<file path="src/rtl/adcbuf_pkg.sv">
package adcbuf_pkg;
    parameter int SAMPLE_W  = 12;
    parameter int BUF_WORDS = 16;
    localparam int PTR_W    = $clog2(BUF_WORDS);
    localparam int HALF_W   = BUF_WORDS / 2;

    typedef struct packed {
        logic [PTR_W-1:0] cnt;
        logic             half;
    } seq_state_t;

    typedef struct packed {
        logic done;
        logic irq;
    } flag_state_t;
endpackage

</file>
<file path="src/rtl/adcbuf_seq.sv">
module adcbuf_seq
    import adcbuf_pkg::*;
(
    input  logic             clk,
    input  logic             rst_n,
    input  logic             enable,
    input  logic             conv_valid,
    input  logic [PTR_W-1:0] smp_cfg,
    input  logic             split_mode,
    output logic             wr_en,
    output logic [PTR_W-1:0] wr_addr,
    output logic             seq_done,
    output logic             half
);
    localparam logic [PTR_W-1:0] HALF_LAST = PTR_W'(HALF_W - 1);

    seq_state_t       st_d, st_q;
    logic [PTR_W-1:0] last_idx;

    always_comb begin
        st_d = st_q;
        if (split_mode) begin
            last_idx = (smp_cfg > HALF_LAST) ? HALF_LAST : smp_cfg;
            wr_addr  = {st_q.half, st_q.cnt[PTR_W-2:0]};
        end else begin
            last_idx = smp_cfg;
            wr_addr  = st_q.cnt;
        end
        wr_en    = enable && conv_valid;
        seq_done = wr_en && (st_q.cnt >= last_idx);

        if (!enable) begin
            st_d.cnt  = '0;
            st_d.half = 1'b0;
        end else begin
            if (wr_en) begin
                if (seq_done) begin
                    st_d.cnt  = '0;
                    st_d.half = split_mode ? ~st_q.half : 1'b0;
                end else begin
                    st_d.cnt  = st_q.cnt + 1'b1;
                end
            end
            if (!split_mode) begin
                st_d.half = 1'b0;
            end
        end
    end

    always_ff @(posedge clk or negedge rst_n) begin
        if (!rst_n) begin
            st_q <= '0;
        end else begin
            st_q <= st_d;
        end
    end

    assign half = st_q.half;
endmodule

</file>
<file path="src/rtl/adcbuf_mem.sv">
module adcbuf_mem
    import adcbuf_pkg::*;
(
    input  logic                clk,
    input  logic                rst_n,
    input  logic                wr_en,
    input  logic [PTR_W-1:0]    wr_addr,
    input  logic [SAMPLE_W-1:0] wr_data,
    input  logic [PTR_W-1:0]    rd_addr,
    output logic [SAMPLE_W-1:0] rd_data
);
    logic [SAMPLE_W-1:0] word_q [BUF_WORDS];

    for (genvar w = 0; w < BUF_WORDS; w++) begin : g_word
        logic [SAMPLE_W-1:0] word_d;

        always_comb begin
            word_d = word_q[w];
            if (wr_en && (wr_addr == PTR_W'(w))) begin
                word_d = wr_data;
            end
        end

        always_ff @(posedge clk or negedge rst_n) begin
            if (!rst_n) begin
                word_q[w] <= '0;
            end else begin
                word_q[w] <= word_d;
            end
        end
    end

    assign rd_data = word_q[rd_addr];
endmodule

</file>
<file path="src/rtl/adcbuf_flags.sv">
module adcbuf_flags
    import adcbuf_pkg::*;
(
    input  logic clk,
    input  logic rst_n,
    input  logic wr_en,
    input  logic seq_done,
    input  logic irq_clear,
    output logic done,
    output logic irq
);
    flag_state_t fl_d, fl_q;

    always_comb begin
        fl_d = fl_q;
        if (seq_done) begin
            fl_d.done = 1'b1;
        end else if (wr_en) begin
            fl_d.done = 1'b0;
        end
        if (seq_done) begin
            fl_d.irq = 1'b1;
        end else if (irq_clear) begin
            fl_d.irq = 1'b0;
        end
    end

    always_ff @(posedge clk or negedge rst_n) begin
        if (!rst_n) begin
            fl_q <= '0;
        end else begin
            fl_q <= fl_d;
        end
    end

    assign done = fl_q.done;
    assign irq  = fl_q.irq;
endmodule

</file>
<file path="src/rtl/adc_result_buffer.sv">
module adc_result_buffer
    import adcbuf_pkg::*;
(
    input  logic                clk,
    input  logic                rst_n,
    input  logic                enable,
    input  logic                conv_valid,
    input  logic [SAMPLE_W-1:0] conv_data,
    input  logic [PTR_W-1:0]    smp_per_irq,
    input  logic                split_mode,
    input  logic                irq_clear,
    input  logic [PTR_W-1:0]    rd_addr,
    output logic [SAMPLE_W-1:0] rd_data,
    output logic                done,
    output logic                irq,
    output logic                fill_half
);
    logic             wr_en;
    logic             seq_done;
    logic [PTR_W-1:0] wr_addr;

    adcbuf_seq u_seq (
        .clk        (clk),
        .rst_n      (rst_n),
        .enable     (enable),
        .conv_valid (conv_valid),
        .smp_cfg    (smp_per_irq),
        .split_mode (split_mode),
        .wr_en      (wr_en),
        .wr_addr    (wr_addr),
        .seq_done   (seq_done),
        .half       (fill_half)
    );

    adcbuf_mem u_mem (
        .clk     (clk),
        .rst_n   (rst_n),
        .wr_en   (wr_en),
        .wr_addr (wr_addr),
        .wr_data (conv_data),
        .rd_addr (rd_addr),
        .rd_data (rd_data)
    );

    adcbuf_flags u_flags (
        .clk       (clk),
        .rst_n     (rst_n),
        .wr_en     (wr_en),
        .seq_done  (seq_done),
        .irq_clear (irq_clear),
        .done      (done),
        .irq       (irq)
    );
endmodule

</file>
<file path="config.mk">
export PLATFORM = sky130hd
export DESIGN_NAME = adc_result_buffer
export DESIGN_NICKNAME = d
export VERILOG_FILES = /design/src/rtl/adcbuf_pkg.sv /design/src/rtl/adcbuf_seq.sv /design/src/rtl/adcbuf_mem.sv /design/src/rtl/adcbuf_flags.sv /design/src/rtl/adc_result_buffer.sv
export SDC_FILE = /design/constraint.sdc
export NUM_CORES = 1
export LEC_CHECK = 0
export ABC_AREA = 0
export BUFFER_PORTS_ARGS = -buffer_cell sky130_fd_sc_hd__buf_4
export CAP_MARGIN = 5
export CORE_MARGIN = 2
export CORE_UTILIZATION = 60
export DETAILED_ROUTE_END_ITERATION = 6
export GPL_TIMING_DRIVEN = 0
export PLACE_DENSITY_LB_ADDON = 0.3
export SLEW_MARGIN = 40
export SYNTH_ARGS = -nofsm -noshare
export SYNTH_HDL_FRONTEND = slang
export SYNTH_SLANG_ARGS = --single-unit
export TNS_END_PERCENT = 20
</file>
<file path="constraint.sdc">
create_clock -name clk -period 1.9 [get_ports clk]
set_input_delay 0.095 -clock clk [delete_from_list [all_inputs] [get_ports clk]]
set_output_delay 0.095 -clock clk [all_outputs]
set_load 0.05 [all_outputs]
</file>
==> impl_metrics.yaml <==
grt:
  grt_first_pass_wirelength_um: 31880
  overflow: 0
  grt_max_degree: 82
  grt_util_all_layers_pct: 26.05
  antenna_found_initial: 0
  grt_pass1_vias: 5837
pwr:
  p_leak_nw: 5.170
  peakVddDrop_mv: 0.7210
  fin_total_pwr_mw: 9.730
  p_int_mw: 7.392
  clkPwrFrac_pct: 37.2
  switchingPower_mw: 2.337
  p_per_area_nw_per_um2: 901.5
  p_sw_share_pct: 24.02
  combPwrFrac_pct: 13.4
  pwr-share-seq_pct: 49.4
routing:
  wl_per_cell_um: 22.50
  ant_nets: 0
  first_pass_iters: 4
  routed_via_density: 6.256
  wl_um: 19800
  drt_iter0_drc: 400
  route.detailed.drc: 0
  vias: 5505
placed_design:
  gp_congestion: 0.8312
  dp_hpwl_um: 13400
  portBuffers: 35
timing:
  rsz0062_at_grt: "yes"
  fin_crit_ps: 1978
  finalHoldViolCount: 0
  fin_worst_skew_ps: 9.761
  setup_ws_ps: -77.87
  finalCritPeriodShare_pct: 104.1
  relSlewSlack_pct: 40.19
  setup_violations: 9
  clock.fmax_mhz: 505.6
  worstMarginPinSlew_ps: 897.1
  drv_slew: 0
worst_setup_path:
  crit_type: "reg2out"
  required_ps: 1800
  crit_fanout: 2
  startpoint_type: "flip-flop"
  crit_arrival_ps: 1880
  setup.worst_path.end_class: "output port"
synth:
  synthTopCellsByArea: "dfrtp_1 54%, mux2_2 20%, mux4_2 12%, mux2_1 3.8%, a22oi_1 2.0%"
  synth_seq_cells: 199
  netlist_area_sq_um: 9225
  ys_seq_area_share_pct: 53.98
  synth_compound_area_share_pct: 3.377
  yosys_warnings: 0
  synth_top_area_share_pct: 53.98
  synth-simple-area-share_pct: 3.350
  netlist_instances: 603
  synth_top_family_by_area: "multiplexers"
  synth_xor_area_share_pct: 0
  mappedNetlistNets: 637
  muxShareOfSynthArea_pct: 35.51
  post_synth_num_cell_types: 38
  synthAdderAreaFrac_pct: 1.085
  syn_area_per_cell_sq_um: 15.30
  synth_top_area_cell: "dfrtp_1"
cells_and_area:
  fin_util_pct: 71.53
  area_growth_pct: 16.99
  num-nets-final: 713
  num_antenna_cells: 0
  layout-drive-gt1-share_pct: 50.00
  layout_common_cells: "197 x dfrtp_1, 161 x mux2_2, 48 x mux4_2"
  fillers: 985
  final_common_cell: "dfrtp_1"
floorplanning:
  start_util_pct: 61.14
  dieWidth_um: 128.0
  die_h_um: 128.0
  core_sq_um: 15090
  ios: 41
  design.die.area_sq_um: 16380
  std_cell_rows: 45
run_status:
  violations: "setup timing"
  outcome: "finished, violations left"
clocking:
  cts_tree: "done"
  h-tree-depth: 4
  root_buffer: "clkbuf_16"
  cts_made_buffers: 17
  path_clk_slew_ps: 60
  clkLatencyLatePin_ps: 430
  clock-sinks: 199
  cts_buffer_depth: 2
run:
  maxCapViolations: 0
worst_hold_path:
  hold_path.class: "in2async"
[worst max-delay path, stage by stage, from the launching register on]
cell and delay (ps):
dfrtp_1 380, mux4_2 510, a22oi_2 300, nand2_2 90, buf_6 170
[synth_stat cells (all sizes together)]
cell type,instances
a2111o,1
a211oi,1
a21o,2
a21oi,5
a22o,2
a22oi,24
a31oi,1
and2,2
buf,25
clkbuf,22
dfrtp,199
ha,8
inv,7
mux2,192
mux2i,2
mux4,48
nand2,20
nand2b,4
nand3,7
nand3b,1
nand4,7
nor2,10
nor2b,3
nor3b,1
o2111ai,2
o21a,1
o21ai,2
o22ai,1
o31ai,1
or2,1
or3,1
[area by class of cell]
| type | instances | area, sq um | share of cell area [%] |
|---|---|---|---|
| sequential | 199 | 4982 | 46.16 |
| multi-input combinational | 350 | 4134 | 38.30 |
| timing repair buffer | 57 | 546.8 | 5.066 |
| clock buffer | 25 | 505.5 | 4.683 |
| buffer | 47 | 271.5 | 2.516 |
| tap | 188 | 235.2 | 2.179 |
| clock inverter | 7 | 91.34 | 0.8463 |
| inverter | 7 | 26.28 | 0.2434 |
[what timing repair did]
| item | in CTS | in global routing |
|---|---|---|
| setup endpoints to repair | 82 | 137 |
| gates resized for setup | 37 | 26 |
| hold buffers | 15 | 0 |
| buffers inserted | 3 | 2 |
| hold endpoints to repair | 196 | 0 |
| pin swaps | 13 | 6 |
[metal layers]
| layer | GRT usage (%) | share of wire, % |
|---|---|---|
| met1 | 36.40 | 44 |
| met2 | 41.49 | 50 |
| met3 | 5.551 | 4.3 |
| met4 | 8.662 | 1.9 |
| met5 | 0 | 0 |
[final timing paths]
path,startpoint,to,slack [ps],depth (start not counted)
max,u_mem.word_q[49],rd_data[1],-80,4
min,rst_n,u_mem.word_q[85],170,2
max reg2reg,u_seq.st_q[2],u_mem.word_q[121],20,6
min reg2reg,u_mem.word_q[101],u_mem.word_q[101],490,1
max in group asynchronous,rst_n,u_mem.word_q[136],1000,3
min in group clk,conv_valid,u_seq.st_q[2],260,4
[through the flow]
stage	TNS (ps)	instance area [sq um]	setup WS, ps	std cells	hold slack (ps)
final	-436.1	10790	-77.87	880	166.2
after global routing	-1287	10790	-130.0	880	197.3
after CTS	-674.2	10690	-76.21	878	177.9
after detailed placement	-7608	9786	-192.0	828	32.62
after global placement	-88630	9723	-438.8	826	287.0
after floorplan	0	9225	4.840	603	-200.6
[power by group through the flow]
stage | combinational, mW | clock, mW | sequential (mW)
floorplan | 0.841 | 0 | 4.83
global placement | 1.15 | 0 | 4.84
detailed placement | 1.22 | 0 | 4.88
CTS | 1.30 | 3.67 | 4.80
global route | 1.41 | 3.85 | 4.85
finish | 1.31 | 3.62 | 4.81
[cells by family (layout without fill, tap and decap cells)]
family,after synthesis,after routing
DFF,199,199
and+or+nand+nor,57,57
muxes,242,242
buffers and inverters,54,143
adders and majority gates,8,8
AOI/OAI and AO/OA,43,43
[state kept, by name (all words and copies together) (netlist names)]
name	flops
u_seq.half	1
u_flags.done	1
u_seq.st_q	4
u_mem.word_q	192
u_flags.irq	1
(Power assumes the default switching activity.)
